`config.mk`:
```
export PLATFORM = sky130hd
export DESIGN_NAME = i2cm_arb_master
export DESIGN_NICKNAME = d
export VERILOG_FILES = /design/src/rtl/i2cm_pkg.sv /design/src/rtl/i2cm_sync.sv /design/src/rtl/i2cm_cond_det.sv /design/src/rtl/i2cm_xmit.sv /design/src/rtl/i2cm_arb_master.sv
export SDC_FILE = /design/constraint.sdc
export NUM_CORES = 1
export LEC_CHECK = 0
export ABC_AREA = 1
export BUFFER_PORTS_ARGS = -buffer_cell sky130_fd_sc_hd__buf_2
export CORE_MARGIN = 4
export CORE_UTILIZATION = 30
export CTS_CLUSTER_DIAMETER = 30
export DETAILED_ROUTE_END_ITERATION = 16
export PLACE_DENSITY = 0.56
export REMOVE_ABC_BUFFERS = 1
export SLEW_MARGIN = 10
export SYNTH_ARGS = -nofsm -noshare
export SYNTH_HDL_FRONTEND = slang
export SYNTH_SLANG_ARGS = --single-unit
```
`constraint.sdc`:
```
create_clock -name clk -period 1.91 [get_ports clk]
set_input_delay 0.2865 -clock clk [delete_from_list [all_inputs] [get_ports clk]]
set_output_delay 0.2865 -clock clk [all_outputs]
set_load 0.005 [all_outputs]
```
`src/rtl/i2cm_pkg.sv`:
```
package i2cm_pkg;
   typedef enum logic [2:0] {
      PH_IDLE,
      PH_HOLD,
      PH_START,
      PH_RSTART,
      PH_DATA,
      PH_ACK,
      PH_STOP
   } phase_e;
endpackage

```
`src/rtl/i2cm_sync.sv`:
```
module i2cm_sync #(
   parameter int WIDTH  = 2,
   parameter int STAGES = 2
) (
   input  logic             clk,
   input  logic             rst_n,
   input  logic [WIDTH-1:0] din,
   output logic [WIDTH-1:0] dout
);
   generate
      if (STAGES == 0) begin : g_bypass
         assign dout = din;
      end else begin : g_chain
         logic [STAGES-1:0][WIDTH-1:0] stg;
         always_ff @(posedge clk or negedge rst_n) begin
            if (!rst_n) begin
               stg <= '1;
            end else begin
               stg[0] <= din;
               for (int i = 1; i < STAGES; i++) stg[i] <= stg[i-1];
            end
         end
         assign dout = stg[STAGES-1];
      end
   endgenerate
endmodule

```
`src/rtl/i2cm_cond_det.sv`:
```
module i2cm_cond_det (
   input  logic clk,
   input  logic rst_n,
   input  logic scl_s,
   input  logic sda_s,
   output logic start_det,
   output logic stop_det,
   output logic bus_s,
   output logic bus_p
);
   logic scl_q, sda_q;

   // conditions only count when SCL is high before and after the SDA edge
   assign start_det = scl_q & scl_s & sda_q & ~sda_s;
   assign stop_det  = scl_q & scl_s & ~sda_q & sda_s;

   always_ff @(posedge clk or negedge rst_n) begin
      if (!rst_n) begin
         scl_q <= 1'b1;
         sda_q <= 1'b1;
         bus_s <= 1'b0;
         bus_p <= 1'b0;
      end else begin
         scl_q <= scl_s;
         sda_q <= sda_s;
         if (start_det) begin
            bus_s <= 1'b1;
            bus_p <= 1'b0;
         end else if (stop_det) begin
            bus_s <= 1'b0;
            bus_p <= 1'b1;
         end
      end
   end
endmodule

```
`src/rtl/i2cm_xmit.sv`:
```
module i2cm_xmit
   import i2cm_pkg::*;
#(
   parameter int DATA_W = 8,
   parameter int DIV_N  = 4
) (
   input  logic              clk,
   input  logic              rst_n,
   input  logic              scl_s,
   input  logic              sda_s,
   input  logic              bus_free,
   input  logic              wr_en,
   input  logic [DATA_W-1:0] wr_data,
   input  logic              cmd_start,
   input  logic              cmd_restart,
   input  logic              cmd_stop,
   input  logic              cmd_ack,
   input  logic              ack_bit,
   output logic              scl_low,
   output logic              sda_low,
   output logic              buf_full,
   output logic              start_en,
   output logic              rstart_en,
   output logic              stop_en,
   output logic              ack_en,
   output logic              coll
);
   localparam int QW = (DIV_N > 1) ? $clog2(DIV_N) : 1;
   localparam int BW = $clog2(DATA_W + 1);
   localparam logic [QW-1:0] QLAST = QW'(DIV_N - 1);
   localparam logic [BW-1:0] BLAST = BW'(DATA_W);

   phase_e            ph;
   logic [1:0]        qidx;
   logic [QW-1:0]     qcnt;
   logic [BW-1:0]     bidx;
   logic [DATA_W-1:0] shreg, hold_q;
   logic              bf_q, ack_q;
   logic [3:0]        en_q;   // ack, stop, restart, start
   logic              tick, cur_bit;

   assign tick    = (qcnt == QLAST);
   assign cur_bit = (bidx == BLAST) ? 1'b1 : shreg[DATA_W-1];

   // line drive per phase and quarter of the SCL period
   always_comb begin
      scl_low = 1'b0;
      sda_low = 1'b0;
      case (ph)
         PH_HOLD:   scl_low = 1'b1;
         PH_START:  begin scl_low = (qidx == 2'd3); sda_low = qidx[1]; end
         PH_RSTART: begin scl_low = (qidx == 2'd0) || (qidx == 2'd3); sda_low = qidx[1]; end
         PH_DATA:   begin scl_low = ~qidx[1]; sda_low = ~cur_bit; end
         PH_ACK:    begin scl_low = ~qidx[1]; sda_low = ~ack_q; end
         PH_STOP:   begin scl_low = (qidx == 2'd0); sda_low = ~qidx[1]; end
         default:   ;
      endcase
   end

   // compare released SDA with the line at the check point of each phase
   always_comb begin
      coll = 1'b0;
      case (ph)
         PH_START, PH_RSTART: coll = tick && (qidx == 2'd1) && !sda_s;
         PH_DATA:  coll = tick && (qidx == 2'd2) && (bidx != BLAST) && shreg[DATA_W-1] && !sda_s;
         PH_ACK:   coll = tick && (qidx == 2'd2) && ack_q && !sda_s;
         PH_STOP:  coll = tick && (qidx == 2'd3) && !sda_s;
         default:  coll = 1'b0;
      endcase
   end

   always_ff @(posedge clk or negedge rst_n) begin
      if (!rst_n) begin
         ph     <= PH_IDLE;
         qidx   <= '0;
         qcnt   <= '0;
         bidx   <= '0;
         shreg  <= '0;
         hold_q <= '0;
         bf_q   <= 1'b0;
         ack_q  <= 1'b1;
         en_q   <= '0;
      end else if (coll) begin
         ph   <= PH_IDLE;
         qidx <= '0;
         qcnt <= '0;
         en_q <= '0;
         bf_q <= 1'b0;
      end else begin
         if (wr_en && !bf_q) begin
            hold_q <= wr_data;
            bf_q   <= 1'b1;
         end
         case (ph)
            PH_IDLE: begin
               if (cmd_start && bus_free) begin
                  en_q <= 4'b0001;
                  ph   <= PH_START;
               end
            end
            PH_HOLD: begin
               if (bf_q) begin
                  ph    <= PH_DATA;
                  shreg <= hold_q;
                  bidx  <= '0;
               end else if (cmd_restart) begin
                  en_q <= 4'b0010;
                  ph   <= PH_RSTART;
               end else if (cmd_stop) begin
                  en_q <= 4'b0100;
                  ph   <= PH_STOP;
               end else if (cmd_ack) begin
                  en_q  <= 4'b1000;
                  ack_q <= ack_bit;
                  ph    <= PH_ACK;
               end
            end
            default: begin
               if (!tick) begin
                  qcnt <= qcnt + 1'b1;
               end else begin
                  qcnt <= '0;
                  if (qidx != 2'd3) begin
                     qidx <= qidx + 1'b1;
                  end else begin
                     qidx <= '0;
                     case (ph)
                        PH_STOP: begin
                           ph   <= PH_IDLE;
                           en_q <= '0;
                        end
                        PH_DATA: begin
                           if (bidx == BLAST) begin
                              ph   <= PH_HOLD;
                              bf_q <= 1'b0;
                           end else begin
                              bidx  <= bidx + 1'b1;
                              shreg <= {shreg[DATA_W-2:0], 1'b0};
                           end
                        end
                        default: begin
                           ph   <= PH_HOLD;
                           en_q <= '0;
                        end
                     endcase
                  end
               end
            end
         endcase
      end
   end

   assign buf_full  = bf_q;
   assign start_en  = en_q[0];
   assign rstart_en = en_q[1];
   assign stop_en   = en_q[2];
   assign ack_en    = en_q[3];
endmodule

```
`src/rtl/i2cm_arb_master.sv`:
```
module i2cm_arb_master #(
   parameter int DATA_W      = 8,
   parameter int DIV_N       = 4,
   parameter int SYNC_STAGES = 2
) (
   input  logic              clk,
   input  logic              rst_n,
   input  logic              scl_in,
   input  logic              sda_in,
   output logic              scl_drive_low,
   output logic              sda_drive_low,
   input  logic              wr_en,
   input  logic [DATA_W-1:0] wr_data,
   output logic              buf_full,
   input  logic              cmd_start,
   input  logic              cmd_restart,
   input  logic              cmd_stop,
   input  logic              cmd_ack,
   input  logic              ack_bit,
   output logic              start_en,
   output logic              rstart_en,
   output logic              stop_en,
   output logic              ack_en,
   output logic              coll_irq,
   input  logic              coll_clr,
   output logic              stop_irq,
   input  logic              stop_clr,
   output logic              bus_s,
   output logic              bus_p,
   output logic              bus_free
);
   generate
      if (DATA_W < 2) begin : g_bad_width
         $error("DATA_W must be at least 2");
      end
      if (DIV_N < SYNC_STAGES + 1) begin : g_bad_div
         $error("DIV_N must exceed the synchronizer depth");
      end
   endgenerate

   logic scl_s, sda_s, start_det, stop_det, coll;

   i2cm_sync #(.WIDTH(2), .STAGES(SYNC_STAGES)) u_sync (
      .clk  (clk),
      .rst_n(rst_n),
      .din  ({scl_in, sda_in}),
      .dout ({scl_s, sda_s})
   );

   i2cm_cond_det u_det (
      .clk      (clk),
      .rst_n    (rst_n),
      .scl_s    (scl_s),
      .sda_s    (sda_s),
      .start_det(start_det),
      .stop_det (stop_det),
      .bus_s    (bus_s),
      .bus_p    (bus_p)
   );

   assign bus_free = bus_p | ~bus_s;

   i2cm_xmit #(.DATA_W(DATA_W), .DIV_N(DIV_N)) u_xmit (
      .clk        (clk),
      .rst_n      (rst_n),
      .scl_s      (scl_s),
      .sda_s      (sda_s),
      .bus_free   (bus_free),
      .wr_en      (wr_en),
      .wr_data    (wr_data),
      .cmd_start  (cmd_start),
      .cmd_restart(cmd_restart),
      .cmd_stop   (cmd_stop),
      .cmd_ack    (cmd_ack),
      .ack_bit    (ack_bit),
      .scl_low    (scl_drive_low),
      .sda_low    (sda_drive_low),
      .buf_full   (buf_full),
      .start_en   (start_en),
      .rstart_en  (rstart_en),
      .stop_en    (stop_en),
      .ack_en     (ack_en),
      .coll       (coll)
   );

   // sticky flags: a new event wins over a clear in the same cycle
   always_ff @(posedge clk or negedge rst_n) begin
      if (!rst_n) begin
         coll_irq <= 1'b0;
         stop_irq <= 1'b0;
      end else begin
         if (coll)          coll_irq <= 1'b1;
         else if (coll_clr) coll_irq <= 1'b0;
         if (stop_det)      stop_irq <= 1'b1;
         else if (stop_clr) stop_irq <= 1'b0;
      end
   end
endmodule

```
==> impl_metrics.env <==
export IMPL_firstDrtPassIters=4
export IMPL_min_path_cells=1
export IMPL_grt_max_degree=36
export IMPL_cts_buffers=5
export IMPL_wl_per_cell_um=12.97
export IMPL_core_area_mm2=0.007292
export IMPL_r2r_start="u_xmit.ph[1]"
export IMPL_yosys_area_top_type="dfrtp_1"
export IMPL_cts_root_buf="clkbuf_8"
export IMPL_drt_total_wl_mm=5.590
export IMPL_whs_ns=0.08332
export IMPL_ys_async_sr_fraction_pct=100.0
export IMPL_die_h_um=94.81
export IMPL_viasPerCell=4.592
export IMPL_status="finished, final reports clean"
export IMPL_drtAntennaViolNets=0
export IMPL_maxSlewViolCount=0
export IMPL_cts_tree="built"
export IMPL_die_w_um=94.81
export IMPL_num_vias=1979
export IMPL_area_growth_pct=35.92
export IMPL_cp_required_ns=1.62
export IMPL_yosysSeqAreaShare_pct=47.98
export IMPL_synth_top_cells_by_area="dfrtp_1 (40%), nand2_1 (10%), dfstp_2 (8.1%), o21ai_0 (5.3%), inv_1 (4.6%)"
export IMPL_min_from="scl_in"
export IMPL_nets=358
export IMPL_synth_edff_count=0
export IMPL_rsz0062_at_grt="yes"
export IMPL_combPwrFrac_pct=53.9
export IMPL_p_seq_share_pct=33.2
export IMPL_grt_ovfl_total=0
export IMPL_skew_ns=0.002164
export IMPL_fin_crit_sh_pct=97.93
export IMPL_layout_drive_gt1_share_pct=42.77
export IMPL_powerDensity_mw_per_mm2=1408
export IMPL_swShare_pct=41.50
export IMPL_ios=32
export IMPL_r2r_end="u_xmit.en_q[0]"
export IMPL_track_usage_pct=12.87
export IMPL_min_to="u_sync.g_chain.stg[1]"
export IMPL_intPower_mw=2.532
export IMPL_ys_seq_elements=43
export IMPL_critPathMaxFanout=4
export IMPL_criticalPathCategory="register to output pin"
export IMPL_synthDistinctLibCells=32
export IMPL_numPortBuffers=31
export IMPL_cts_sinks=43
export IMPL_drt_iter0_markers=56
export IMPL_syn_area_per_cell_um2=8.797
export IMPL_synthesis_area_mm2=0.002261
export IMPL_min_period_ns=1.870
export IMPL_crit_path_start_kind="register"
export IMPL_grt_pass1_vias=1861
export IMPL_ys_warn_count=0
export IMPL_rows=31
export IMPL_clk_pin_slew_worst_paths_ns=0.08
export IMPL_hold_viol_final=0
export IMPL_cts_htree_levels=2
export IMPL_setup_worst_path_end_class="output pin"
export IMPL_hpwl_mm=3.815
export IMPL_dieArea_mm2=0.008989
export IMPL_netlist_instances=257
export IMPL_grt_pass1_wl_mm=8.907
export IMPL_power_switching_mw=1.796
export IMPL_synth_flop_cell="dfrtp_1"
export IMPL_critPathArrivalTime_ns=1.58
export IMPL_p_clk_share_pct=12.9
export IMPL_insertedDiodeCount=0
export IMPL_antenna_found_initial=0
export IMPL_clk_path_buf_depth=2
export IMPL_ff2ff_path_depth=10
export IMPL_fmax_mhz=534.6
export IMPL_gp_congestion=0.8937
export IMPL_post_place_cells=407
export IMPL_max_cap_violations=0
export IMPL_hold_path_class="primary input to register"
export IMPL_reg2reg_slack_ns=0.10
export IMPL_worst_skew_pair_late_latency_ns=0.30
export IMPL_setup_violations=0
export IMPL_ir_worst_vdd_mv=0.5254
export IMPL_synth_top_area_share_pct=39.85
export IMPL_instances_no_fill=431
export IMPL_leakage_nw=1.459
export IMPL_tightest_slew_ns=0.3944
export IMPL_drc=0
export IMPL_start_util_pct=31.01
export IMPL_relSlewSlack_pct=73.68
-- metrics by stage --
stage               utilization [%]  cell area, µm²    TNS, ns  total power [mW]  worst slack (ns)
detailed placement            37.03            2700          0             3.306           0.05416
global placement              37.03            2700          0             3.278           0.09344
CTS                           39.02            2845  -0.005128             3.969         -0.005128
finish                        42.14            3073          0             4.328           0.03959
global route                  42.14            3073    -0.4199             4.725          -0.08141
floorplan                         -            2213          0             2.558            0.1498
-- cell usage in the layout (no fill, tap or decap), types with 9 or more instances in the layout --
master,instances
nand2_1,58
buf_4,32
dfrtp_1,31
buf_2,31
inv_1,24
o21ai_0,21
nand3_1,13
nor2_1,11
nor2_2,9
-- layout make-up --
class | instances | area [µm²]
Tap cell | 99 | 123.9
Multi-Input combinational cell | 179 | 1180
Clock buffer | 7 | 76.32
Timing Repair Buffer | 69 | 470.5
Clock inverter | 1 | 5.005
Sequential cell | 43 | 1091
Inverter | 33 | 126.4
Fill cell | 749 | 4219
-- worst max-delay path by stage --
stage	from	to	slack (ns)	cells past startpoint
after floorplan	u_xmit.ph[1]	u_xmit.bidx[2]	0.15	11
after global placement	u_xmit.qidx[1]	u_xmit.ph[1]	0.09	11
after detailed placement	u_xmit.ph[2]	u_xmit.ph[0]	0.05	12
after CTS	u_xmit.ph[1]	sda_drive_low	-0.005	7
after global routing	u_xmit.qidx[1]	u_xmit.en_q[0]	-0.08	11
final	u_xmit.qidx[1]	scl_drive_low	0.04	7
-- sequential cells by signal (all words and copies together) (netlist names), 2 cells and up --
signal	flops
u_xmit.qidx	2
u_sync.dout	2
u_xmit.bidx	4
u_sync.g_chain.stg	2
u_xmit.hold_q	8
u_xmit.en_q	4
u_xmit.shreg	8
u_xmit.ph	3
u_xmit.qcnt	2
-- logic make-up (layout without fill, tap and decap cells) --
kind of cell / Yosys count / in the layout / share of synthesized area, %
AO/OA/AOI/OAI: 50 / 50 / 14.06
XOR/XNOR: 2 / 2 / 0.7749
adder cells (fa/ha/maj): 7 / 7 / 3.874
buffers and inverters: 39 / 110 / 7.581
flip-flops: 43 / 43 / 47.98
multiplexers: 1 / 1 / 0.4980
AND/OR/NAND/NOR: 115 / 119 / 25.24
-- worst max-delay path: stages (launching register included) --
cell and delay, ns:
dfrtp_2 0.42, inv_2 0.06, buf_6 0.12, ha_4 0.26, nor2_2 0.04, o211ai_1 0.17
nand4_1 0.09, buf_2 0.14
-- cell usage after synthesis (3+ instances only) --
cell type,number
buf_6,3
nand4_1,6
nor2_2,3
inv_1,28
nand2_1,60
dfstp_2,7
a21oi_2,8
nand3_1,15
o21ai_0,24
nor2_1,18
o21ai_1,7
nor3_1,3
ha_1,7
o21ai_2,3
dfrtp_1,36
inv_2,5
-- what timing repair did --
item	CTS	global route
hold buffers	1	0
gates cloned	0	4
buffers inserted	3	8
pin swaps	2	16
endpoints found under the hold margin	7	0
resized for setup	7	37
setup endpoints to repair	2	29
-- metal layers --
layer	routed length [µm]	vias up	track usage (%)
li1	-	999	-
met1	2485	936	16.81
met2	2754	36	20.32
met3	256	8	3.347
met4	93	0	5.048
met5	0	-	0
-- power by group through the flow --
stage / Sequential, mW / Clock, mW / Combinational (mW)
6_report: 1.44 / 0.559 / 2.33
5_1_grt: 1.48 / 0.623 / 2.62
4_1_cts: 1.42 / 0.581 / 1.97
3_5_place_dp: 1.43 / 0 / 1.88
3_3_place_gp: 1.42 / 0 / 1.86
2_1_floorplan: 1.39 / 0 / 1.16
Power figures use the tool's default switching activity.
